**src/rtl/wk_pkg.sv**
```systemverilog
// Package: bit positions of the wake status word, shared by RTL and bench.
// Assumes a 32-bit host word; the positions are decoded by host software.
package wk_pkg;
    localparam int WORD_W    = 32;
    localparam int POS_LINK  = 31;
    localparam int POS_MAGIC = 30;
    localparam int POS_FILT  = 29;
    localparam int POS_BUSY  = 25;
    localparam int POS_PME   = 24;
    localparam int N_EVT     = 3;
    localparam logic [WORD_W-1:0] LIVE_MASK =
        (WORD_W'(1) << POS_LINK) | (WORD_W'(1) << POS_MAGIC) |
        (WORD_W'(1) << POS_FILT) | (WORD_W'(1) << POS_BUSY) |
        (WORD_W'(1) << POS_PME);
endpackage

```
**src/rtl/wk_sticky_bit.sv**
```systemverilog
// Module: one sticky flag. A strobe sets it and a write-one clears it; the set wins.
// Assumes set and clr are single-cycle qualified pulses. Reset is synchronous, active low.
module wk_sticky_bit (
    input  logic clk,
    input  logic rst_n,
    input  logic set_i,
    input  logic clr_i,
    output logic q_o
);
    // Holds the flag: reset, then set priority, then clear.
    always_ff @(posedge clk) begin
        if (!rst_n)     q_o <= 1'b0;
        else if (set_i) q_o <= 1'b1;
        else if (clr_i) q_o <= 1'b0;
    end


    set_wins_chk: assert property (@(posedge clk) disable iff (!rst_n)
        set_i |=> q_o);

    hold_chk: assert property (@(posedge clk) disable iff (!rst_n)
        (!set_i && !clr_i) |=> (q_o == $past(q_o)));
endmodule

```
**src/rtl/wk_pme_ctl.sv**
```systemverilog
// Module: PME flag, the PME pin and the general wake flag.
// Assumes wake_i is the OR of the event strobes and pme_clr_i is a write-one to the PME bit.
module wk_pme_ctl (
    input  logic clk,
    input  logic rst_n,
    input  logic wake_i,
    input  logic pme_clr_i,
    input  logic pme_en_i,
    input  logic cardbus_i,
    output logic pme_flag_o,
    output logic pme_pin_o,
    output logic gen_wake_o
);
    logic gen_clr;

    // The general wake flag is cleared only in card-bus mode.
    always_comb gen_clr = pme_clr_i && cardbus_i;

    // Holds the PME flag; wake events win over a clear.
    always_ff @(posedge clk) begin
        if (!rst_n)         pme_flag_o <= 1'b0;
        else if (wake_i)    pme_flag_o <= 1'b1;
        else if (pme_clr_i) pme_flag_o <= 1'b0;
    end

    // Holds the general wake flag; wake events win over a clear.
    always_ff @(posedge clk) begin
        if (!rst_n)       gen_wake_o <= 1'b0;
        else if (wake_i)  gen_wake_o <= 1'b1;
        else if (gen_clr) gen_wake_o <= 1'b0;
    end

    // Drives the pin from the flag, gated by the enable.
    always_comb pme_pin_o = pme_flag_o && pme_en_i;


    pme_set_chk: assert property (@(posedge clk) disable iff (!rst_n)
        wake_i |=> pme_flag_o);

    gen_keep_chk: assert property (@(posedge clk) disable iff (!rst_n)
        (!cardbus_i && gen_wake_o) |=> gen_wake_o);

    pin_off_chk: assert property (@(posedge clk) disable iff (!rst_n)
        !pme_en_i |-> !pme_pin_o);
endmodule

```
**src/rtl/wake_status_reg.sv**
```systemverilog
// Module: top of the wake-up status word. Three sticky event bits, live busy bit, PME control.
// Assumes one register on the host bus (no address), reads are combinational,
// and alt_rst_n is the only reset that reaches this block.
module wake_status_reg
    import wk_pkg::*;
(
    input  logic              clk,
    input  logic              alt_rst_n,
    input  logic              host_we,
    input  logic [WORD_W-1:0] host_wdata,
    output logic [WORD_W-1:0] host_rdata,
    input  logic              ev_link,
    input  logic              ev_magic,
    input  logic              ev_filter,
    input  logic              mgmt_busy,
    input  logic              pme_en,
    input  logic              cardbus_mode,
    output logic              pme_status,
    output logic              pme_out,
    output logic              gen_wake
);
    localparam int EVT_POS [N_EVT] = '{POS_LINK, POS_MAGIC, POS_FILT};

    logic [N_EVT-1:0] evt_set;
    logic [N_EVT-1:0] evt_q;
    logic [WORD_W-1:0] w1c;
    logic any_wake;

    // Qualifies write data into per-bit clear pulses.
    always_comb w1c = host_we ? host_wdata : '0;

    // Gathers the event strobes into one vector and an any-wake pulse.
    always_comb begin
        evt_set  = {ev_filter, ev_magic, ev_link};
        any_wake = |evt_set;
    end

    for (genvar i = 0; i < N_EVT; i++) begin : g_evt
        wk_sticky_bit u_bit (
            .clk   (clk),
            .rst_n (alt_rst_n),
            .set_i (evt_set[i]),
            .clr_i (w1c[EVT_POS[i]]),
            .q_o   (evt_q[i])
        );
    end

    wk_pme_ctl u_pme (
        .clk        (clk),
        .rst_n      (alt_rst_n),
        .wake_i     (any_wake),
        .pme_clr_i  (w1c[POS_PME]),
        .pme_en_i   (pme_en),
        .cardbus_i  (cardbus_mode),
        .pme_flag_o (pme_status),
        .pme_pin_o  (pme_out),
        .gen_wake_o (gen_wake)
    );

    // Assembles the read word; unused positions stay zero.
    always_comb begin
        host_rdata = '0;
        for (int i = 0; i < N_EVT; i++) host_rdata[EVT_POS[i]] = evt_q[i];
        host_rdata[POS_BUSY] = mgmt_busy;
        host_rdata[POS_PME]  = pme_status;
    end


    resv_zero_chk: assert property (@(posedge clk) disable iff (!alt_rst_n)
        (host_rdata & ~LIVE_MASK) == '0);

    magic_set_chk: assert property (@(posedge clk) disable iff (!alt_rst_n)
        ev_magic |=> host_rdata[POS_MAGIC]);

    link_clr_chk: assert property (@(posedge clk) disable iff (!alt_rst_n)
        (host_we && host_wdata[POS_LINK] && !ev_link) |=> !host_rdata[POS_LINK]);
endmodule

```
**config.mk**
```make
export PLATFORM = sky130hd
export DESIGN_NAME = wake_status_reg
export DESIGN_NICKNAME = d
export VERILOG_FILES = /design/src/rtl/wk_pkg.sv /design/src/rtl/wk_sticky_bit.sv /design/src/rtl/wk_pme_ctl.sv /design/src/rtl/wake_status_reg.sv
export SDC_FILE = /design/constraint.sdc
export NUM_CORES = 1
export LEC_CHECK = 0
export ABC_AREA = 1
export ABC_CLOCK_PERIOD_IN_PS = 800
export BUFFER_PORTS_ARGS = -buffer_cell sky130_fd_sc_hd__buf_2
export CORE_AREA = 3 3 45 47
export CTS_CLUSTER_SIZE = 8
export DETAILED_ROUTE_END_ITERATION = 8
export DIE_AREA = 0 0 48 50
export GPL_ROUTABILITY_DRIVEN = 0
export PLACE_DENSITY = 0.81
export SLEW_MARGIN = 30
export SYNTH_ARGS = -nofsm -noshare
export SYNTH_HDL_FRONTEND = slang
export SYNTH_SLANG_ARGS = --single-unit
```
**constraint.sdc**
```tcl
create_clock -name clk -period 0.8 [get_ports clk]
set_input_delay 0.08 -clock clk [delete_from_list [all_inputs] [get_ports clk]]
set_output_delay 0.08 -clock clk [all_outputs]
set_load 0.005 [all_outputs]
```
==> results of run 1 <==
[repair_timing]
action                                  4_1_cts  5_1_grt
buffers inserted                              0        0
resized for setup                             1        4
hold buffers                                  0        0
endpoints found under the setup margin        3        5
[final cells by class]
| cell class | instances | area share, % |
|---|---|---|
| inverters | 2 | 1.72 |
| clock buffers | 4 | 6.02 |
| flip-flops and latches | 5 | 24.4 |
| multi-input cells | 44 | 42.4 |
| well taps | 17 | 4.87 |
| repair buffers | 18 | 20.6 |
[sequential cells by signal (all words and copies together), names as in the netlist]
| name | flops |
|---|---|
| g_evt.u_bit.q_o | 3 |
| u_pme.gen_wake_o | 1 |
| u_pme.pme_flag_o | 1 |
[placed cells by master, fill, tap and decap left out]
| cell type | n |
|---|---|
| nand3_1 | 1 |
| a21oi_1 | 4 |
| a21oi_2 | 1 |
| clkbuf_1 | 1 |
| nor2_1 | 3 |
| inv_1 | 2 |
| buf_2 | 18 |
| dfxtp_2 | 2 |
| conb_1 | 27 |
| nand2_1 | 6 |
| nor3_2 | 1 |
| dfxtp_1 | 2 |
| clkbuf_4 | 3 |
| nand2_2 | 1 |
| dfxtp_4 | 1 |
[cells by family (layout without fill, tap and decap cells)]
family | Yosys count | after routing | synth area share [%]
compound gates | 5 | 5 | 6.65
buf+inv | 34 | 24 | 57.2
simple gates | 12 | 12 | 12.1
flops | 5 | 5 | 23.1
other cells | 1 | 27 | 0.866
[routing by layer]
layer  share of wire (%)  routed length (µm)
met1                  31                 232
met2                  53                 397
met3                  15                 114
met4                   0                   0
met5                   0                   0
[worst reg2reg max path: stages (launching register included)]
cell and delay (ns):
dfxtp_2 0.31, a21oi_1 0.13, nor2_1 0.05
[report_power, final]
| group | leakage [nW] | total (W) | internal (W) | switching, W |
|---|---|---|---|---|
| combinational | 0.209 | 0.000123 | 0.0000487 | 0.0000745 |
| sequential | 0.0428 | 0.000279 | 0.000268 | 0.0000108 |
| clock | 0.0150 | 0.000291 | 0.000189 | 0.000103 |
[worst max-delay path by stage]
stage	slack, ns	end	cells past startpoint
after floorplan	0.21	u_pme.pme_flag_o	2
after global placement	0.14	pme_out	3
after detailed placement	0.12	pme_out	3
after CTS	-0.08	pme_out	3
after global routing	-0.10	pme_out	3
final	-0.05	pme_out	3
[through the flow]
step / std cells / hold slack, ns / util [%]
final: 90 / 0.0813 / 25.9
after global routing: 90 / 0.0920 / 25.9
after CTS: 90 / 0.0718 / 25.4
after detailed placement: 86 / 0.160 / 23.8
after global placement: 86 / 0.160 / 23.8
after floorplan: 83 / 0.197 / -
==> results.toml, run 1 <==
[run_status]
outcome = "complete, but fails checks"
violations = "setup timing"

[pwr]
powerDensity_nw_per_um2 = 1590
vdd_drop_max_mv = 0.265
total_leakage_power_nw = 0.267
finalPower_w = 0.000694

[clock_network]
cts_made_buffers = 3
insertion_delay_ns = 0.24
h-tree-depth = 1
clkSinkCount = 5
cts_tree = "yes"
clk_path_buf_depth = 2
cts_root_buffer = "clkbuf_4"
path_clk_slew_ns = 0.05

[synth]
synth.distinct_cells = 10
synth_top_area_share_pct = 55.5
netlist_top_cells_count = "buf_4 (32), nand2_1 (7), dfxtp_1 (5)"
syn_inst = 57
synthTopCellsByArea = "buf_4 (55%), dfxtp_1 (23%), nand2_1 (6.1%), a21oi_1 (4.6%), nor2_1 (2.6%)"
ys_async_sr_fraction_pct = 0
synth_top_cell_by_area = "buf_4"
synth-edff-count = 0
synth_seq_cells = 5
yosysMostFrequentCell = "buf_4"
syn_avg_cell_area_um2 = 7.60
yosysSeqAreaShare_pct = 23.1
syn-cell-area_um2 = 433
synthFlopType = "dfxtp_1"
ys_warn_count = 0

[setup_path]
crit_arrival_ns = 0.77
cp_slowest_cell = "dfxtp_4"
worstRegToRegCells = 2
worstPathCellList = "nand2_2 > inv_1 > buf_2"
rrSetupSlack_ns = 0.18
worstPathRequired_ns = 0.72
critPathTopFamily = "flip-flops"
worstReg2RegStart = "g_evt[0].u_bit.q_o"
worstSetupPathType = "flop to primary output"
crit_start = "u_pme.pme_flag_o"
crit_path_max_incr_delay_ns = 0.35
cp-end-kind = "primary output"
crit_fanout = 4
rr_endpoint = "g_evt[0].u_bit.q_o"
crit_buf_inv = 2
start_kind = "flop"

[layout]
area_growth_syn_to_layout_pct = 0.867
layout.nets = 115
finalInstanceArea_um2 = 437
drive_gt1_share_pct = 37.0
num_antenna_cells = 0
area.sequential_um2 = 106
multi_input_area_um2 = 185
num-fill-cells = 199

[sta]
setup_tns_ns = -0.0547
worst_slack_ns = -0.0547
rsz0062_at_grt = "yes"
fin_crit_sh_pct = 107
setup_viol = 1
final_max_slew_viol_count = 0
final-hold-violation-count = 0
fmax_mhz = 1170
fin_skew_ns = 0
min_period_ns = 0.855

[detailed_routing]
wl_per_cell_um = 8.28
drc = 0
drtIter0Drc = 4
via_per_inst = 3.33
first_pass_iters = 4
drt-total-wl_um = 745
vias = 300
ant_nets = 0

[placed_design]
dp_hpwl_um = 665
place_ws_ns = 0.124
place_area_um2 = 402
port_buffers = 18

[floorplan]
core_um2 = 1690
initial_core_util_pct = 25.6
die-area_um2 = 2400
die_y_um = 50
rows = 15
die-width_um = 48
ioPinCount = 76

[worst_hold_path]
hold_class = "primary input to flop"
hold_depth = 3
hold_start = "ev_filter"
whs_endpoint = "g_evt[2].u_bit.q_o"

[job]
cap_violations = 0

[grt]
grt.met2_usage_pct = 10.1
grt_use_met3_pct = 2.19
grtUsageTotal_pct = 5.81
grt_pass1_vias = 231
grt_use_met1_pct = 3.69
grt_pass1_wl_um = 903
grt_max_degree = 6
antenna_found_initial = 0
grt.busiest_layer = "met2"
gr-total-overflow = 0
No activity file was read; power rests on OpenSTA's default activity.
==> inputs of run 2 (changes only) <==
- CORE_AREA: 3 3 45 47 -> 3 3 46 48
- DIE_AREA: 0 0 48 50 -> 0 0 49 51
- SYNTH_HIERARCHICAL: unset -> 1
==> run 2 against run 1 <==
Against the previous run:
- the run still ends with setup timing left
- flip-flop and latch count did not move
- cell count rose by 28%
- combinational power rose by 17%
- register-to-register slack improved by 0.04 ns
- die area rose by 4.1%
- hold slack improved by 0.0066 ns
- clock power fell by 3%
- critical endpoint unchanged
- largest power group unchanged
==> results.toml, run 2 <==
[pwr]
vdd_drop_max_mv = 0.392
powerDensity_nw_per_um2 = 1370
switching_share_pct = 26.9
total_leakage_power_nw = 0.357
p_clk_share_pct = 40.0
pwr-share-seq_pct = 39.5
switchingPower_w = 0.000189
p_comb_share_pct = 20.4
finalPower_w = 0.000703
p_int_w = 0.000514

[run_status]
violations = "setup timing"
outcome = "complete, but fails checks"

[synth]
synth-edff-count = 0
synthTopCellsByArea = "buf_4 (45%), dfxtp_1 (21%), inv_1 (14%), nand2_1 (9.4%), a21oi_2 (9.1%)"
netlist_top_cells_count = "buf_4 (29), inv_1 (18), nand2_1 (12)"
synth.distinct_cells = 7
ys_async_sr_fraction_pct = 0
synth_seq_cells = 5
synthFlopType = "dfxtp_1"
ys_warn_count = 6
synth_top_area_share_pct = 45.2
syn_avg_cell_area_um2 = 6.78
yosysMostFrequentCell = "buf_4"
syn_inst = 71
syn-cell-area_um2 = 482
yosysSeqAreaShare_pct = 20.8
synth_top_cell_by_area = "buf_4"

[detailed_routing]
first_pass_iters = 2
vias = 353
via_per_inst = 3.07
ant_nets = 0
wl_per_cell_um = 6.43
drc = 0
drtIter0Drc = 3
drt-total-wl_um = 739

[setup_path]
critPathTopFamily = "flip-flops"
worstSetupPathType = "flop to primary output"
rr_endpoint = "u_pme/pme_flag_o"
crit_start = "u_pme/pme_flag_o"
worstRegToRegCells = 2
rrSetupSlack_ns = 0.22
cp-end-kind = "primary output"
crit_path_max_incr_delay_ns = 0.34
crit_arrival_ns = 0.76
cp_slowest_cell = "dfxtp_2"
crit_fanout = 4
start_kind = "flop"
crit_cells = 3
worstPathCellList = "nand2_1 > inv_1 > buf_2"
worstReg2RegStart = "u_pme/pme_flag_o"
worstPathRequired_ns = 0.72
crit_buf_inv = 2

[floorplan]
ioPinCount = 76
rows = 15
die_y_um = 51
die-width_um = 49
core_um2 = 1750
initial_core_util_pct = 27.6
die-area_um2 = 2500

[sta]
whs_ns = 0.0880
fin_skew_ns = 0
worst_slack_ns = -0.0403
fin_crit_sh_pct = 105
min_period_ns = 0.840
fmax_mhz = 1190
rsz0062_at_grt = "yes"
final-hold-violation-count = 0
final_max_slew_viol_count = 0
setup_viol = 1

[job]
cap_violations = 0

[layout]
top_register = "g_evt.u_bit/q_o"
num-fill-cells = 203
area.sequential_um2 = 103
layout_common_cells = "conb_1 (27), inv_1 (18), buf_2 (18), nand2_1 (12), a21oi_2 (5)"
drive_gt1_share_pct = 31.1
fin_util_pct = 29.3
final_cell_count_no_fill = 115
largest_reg_flops = 3
num_antenna_cells = 0
layout.nets = 132
finalInstanceArea_um2 = 512
layout_top_registers = "g_evt.u_bit/q_o x3, u_pme/gen_wake_o x1, u_pme/pme_flag_o x1"
final_common_cell = "conb_1"
area_growth_syn_to_layout_pct = 6.23
multi_input_area_um2 = 194

[clock_network]
cts_made_buffers = 3
path_clk_slew_ns = 0.05
cts_tree = "yes"
clkSinkCount = 5
insertion_delay_ns = 0.23
clk_path_buf_depth = 2
ctsHoldBuffers = 0
h-tree-depth = 1
cts_root_buffer = "clkbuf_4"

[worst_hold_path]
whs_endpoint = "g_evt[2].u_bit/q_o"
hold_class = "primary input to flop"
hold_depth = 3
hold_start = "ev_filter"

[grt]
grt_max_degree = 5
antenna_found_initial = 0
grt_pass1_wl_mm = 1.10
grtUsageTotal_pct = 5.97
grt_pass1_vias = 292
gr-total-overflow = 0

[placed_design]
port_buffers = 18
dp_cells = 111
dp_hpwl_um = 688
place_area_um2 = 483
[run 2: cell count changes in the layout (fill, tap and decap cells not counted), sizes merged]
cell / change
inv: +16
nand2: +5
nor2: -2
nand3: -1
nor3: -1
[run 2: cell families (layout without fill, tap and decap cells)]
group	count (synthesis)	after routing	synth area share [%]
buffers and inverters	47	40	59.2
AND/OR/NAND/NOR	13	13	10.1
AO/OA/AOI/OAI	5	5	9.09
flip-flops	5	5	20.8
other	1	27	0.778
[run 2: repair_timing]
| item | in CTS | in global routing |
|---|---|---|
| gates resized for setup | 1 | 1 |
| setup buffers | 0 | 0 |
| pin swaps | 0 | 0 |
| setup endpoints to repair | 3 | 3 |
[run 2: how the worst max path moves through the flow]
stage | end
finish | pme_out
global route | pme_out
CTS | pme_out
detailed placement | u_pme/pme_flag_o
global placement | u_pme/gen_wake_o
floorplan | u_pme/pme_flag_o
[run 2: layout make-up]
type                            instances  share of cell area, %
Clock buffer                            4                   5.13
Sequential cell                         5                   20.0
Inverter                               18                   13.2
Multi-Input combinational cell         45                   37.9
Tap cell                               25                   6.11
Timing Repair Buffer                   18                   17.6
[run 2: power groups by stage]
| stage | clock, W | combinational, W | sequential [W] |
|---|---|---|---|
| after floorplan | 0 | 0.000183 | 0.000283 |
| after global placement | 0 | 0.000141 | 0.000280 |
| after detailed placement | 0 | 0.000142 | 0.000281 |
| after CTS | 0.000292 | 0.000143 | 0.000278 |
| after global routing | 0.000309 | 0.000170 | 0.000280 |
| final | 0.000282 | 0.000144 | 0.000278 |
[run 2: tightest hold or removal path, stage by stage]
cell	delay [ns]
buf_2	0.10
inv_1	0.06
a21oi_2	0.05
[run 2: per-stage QoR]
stage,setup slack [ns],TNS [ns]
6_report,-0.0403,-0.0403
5_1_grt,-0.0971,-0.0972
4_1_cts,-0.0559,-0.0559
3_5_place_dp,0.155,0
3_3_place_gp,0.167,0
2_1_floorplan,0.215,0
[run 2: per-layer routing]
layer  track usage (%)  part of all wire [%]  vias up
li1                  -                     -      180
met1              5.62                    34      144
met2              9.50                    48       27
met3              3.50                    17        2
met4              4.74                  0.68        0
met5                 0                     0        -
==> inputs of run 3 (changes only) <==
- CORE_AREA: 3 3 46 48 -> 3 3 48 46
- CTS_CLUSTER_DIAMETER: unset -> 50
- DIE_AREA: 0 0 49 51 -> 0 0 51 49
- HOLD_SLACK_MARGIN: unset -> 0.05
==> run 3 against run 2 <==
Against the previous run:
- the flow still finishes with violations (setup timing)
- design area is 1.2% higher
- critical path depth stayed put
- sequential power hardly changed
- global-route usage is 1.6 points higher
- clock-buffer cell count stayed put
- via count is 1.1% higher
- first-iteration DRC count is 33% lower
- cell count stayed put
- setup slack worse by 0.0066 ns
- wire length is 12% higher
- largest cell class unchanged
==> results.toml, run 3 (same netlist as run 2, synthesis figures left out) <==
[floorplan]
core_um2 = 1700
ioPinCount = 76
die_y_um = 49
rows = 14
die-area_um2 = 2500
initial_core_util_pct = 28.4
die-width_um = 51

[detailed_routing]
via_per_inst = 3.10
drc = 0
vias = 357
ant_nets = 0
drtIter0Drc = 2
first_pass_iters = 2
drt-total-wl_um = 830
wl_per_cell_um = 7.22

[sta]
worst_slack_ns = -0.0469
fmax_mhz = 1180
final_max_slew_viol_count = 0
fin_crit_sh_pct = 106
setup_viol = 1
setup_tns_ns = -0.0469
min_period_ns = 0.847
final-hold-violation-count = 0
fin_skew_ns = 0
rsz0062_at_grt = "yes"

[layout]
fin_util_pct = 30.5
top_register = "g_evt.u_bit/q_o"
area.sequential_um2 = 103
layout_top_registers = "g_evt.u_bit/q_o x3, u_pme/gen_wake_o x1, u_pme/pme_flag_o x1"
area_growth_syn_to_layout_pct = 7.53
layout.nets = 133
drive_gt1_share_pct = 31.9
layout_common_cells = "conb_1 (27), inv_1 (18), buf_2 (18), nand2_1 (12), a21oi_2 (5)"
final_common_cell = "conb_1"
multi_input_area_um2 = 194
largest_reg_flops = 3
num-fill-cells = 207
num_antenna_cells = 0

[job]
cap_violations = 0

[grt]
grt_max_degree = 5
antenna_found_initial = 0
grt_pass1_vias = 310
grtUsageTotal_pct = 7.55
grt_pass1_wl_mm = 1.30
gr-total-overflow = 0

[clock_network]
cts_made_buffers = 3
clk_path_buf_depth = 2
cts_root_buffer = "clkbuf_4"
insertion_delay_ns = 0.24
h-tree-depth = 1
clkSinkCount = 5
path_clk_slew_ns = 0.05
cts_tree = "yes"
ctsHoldBuffers = 0

[setup_path]
crit_arrival_ns = 0.77
start_kind = "flop"
crit_fanout = 4
worstSetupPathType = "flop to primary output"
cp-end-kind = "primary output"
worstPathRequired_ns = 0.72
rrSetupSlack_ns = 0.14
worstRegToRegCells = 3

[placed_design]
port_buffers = 18
dp_hpwl_um = 722

[worst_hold_path]
hold_class = "primary input to flop"
hold_depth = 3

[run_status]
violations = "setup timing"
outcome = "complete, but fails checks"

[pwr]
total_leakage_power_nw = 0.362
powerDensity_nw_per_um2 = 1410
vdd_drop_max_mv = 0.304
## run 3: cell types whose count changed in the layout (fill, tap and decap cells not counted), sizes merged
cell and change:
buf +1
## run 3: worst max-delay path: stages (launching register included)
cell and delay, ns:
dfxtp_2 0.33, nand2_1 0.05, inv_1 0.04, buf_2 0.10
## run 3: where the power goes
| group | leakage [nW] | switching (W) | total, W | internal [W] |
|---|---|---|---|---|
| combinational | 0.305 | 0.0000883 | 0.000149 | 0.0000603 |
| clock | 0.0150 | 0.000113 | 0.000302 | 0.000189 |
| sequential | 0.0421 | 0.00000855 | 0.000278 | 0.000269 |
| total | 0.362 | 0.000210 | 0.000728 | 0.000518 |
## run 3: metal layers
metal | vias to the layer above | part of all wire [%] | wire, µm | track usage (%)
met5 | - | 0 | 0 | 0
li1 | 182 | - | - | -
met2 | 28 | 50 | 419 | 11.6
met1 | 143 | 26 | 213 | 5.32
met4 | 0 | 7.6 | 63 | 14.3
met3 | 4 | 16 | 132 | 1.83
## run 3: final timing paths
path                      startpoint                 end
setup / recovery    u_pme/pme_flag_o             pme_out
hold / removal              ev_magic  g_evt[1].u_bit/q_o
setup reg to reg    u_pme/pme_flag_o    u_pme/pme_flag_o
hold reg to reg   g_evt[1].u_bit/q_o  g_evt[1].u_bit/q_o
## run 3: stage by stage
step | std cells | setup slack [ns] | hold slack [ns] | total power, W | instance area [µm²]
CTS | 115 | -0.0622 | 0.0778 | 0.000744 | 517
floorplan | 97 | 0.215 | 0.202 | 0.000467 | 579
detailed placement | 110 | 0.159 | 0.160 | 0.000424 | 482
global placement | 110 | 0.181 | 0.160 | 0.000421 | 482
global route | 115 | -0.0920 | 0.0899 | 0.000790 | 518
finish | 115 | -0.0469 | 0.0853 | 0.000728 | 518
## run 3: area by class of cell
class                      instances  share of cell area [%]
timing repair buffer              19                    18.8
clock buffer                       4                    5.07
sequential                         5                    19.8
tap                               24                    5.80
inverter                          18                    13.0
multi-input combinational         45                    37.4
## run 3: repair_timing
action / 4_1_cts / 5_1_grt
endpoints found under the setup margin: 3 / 4
buffers inserted: 1 / 0
gates resized for setup: 1 / 1
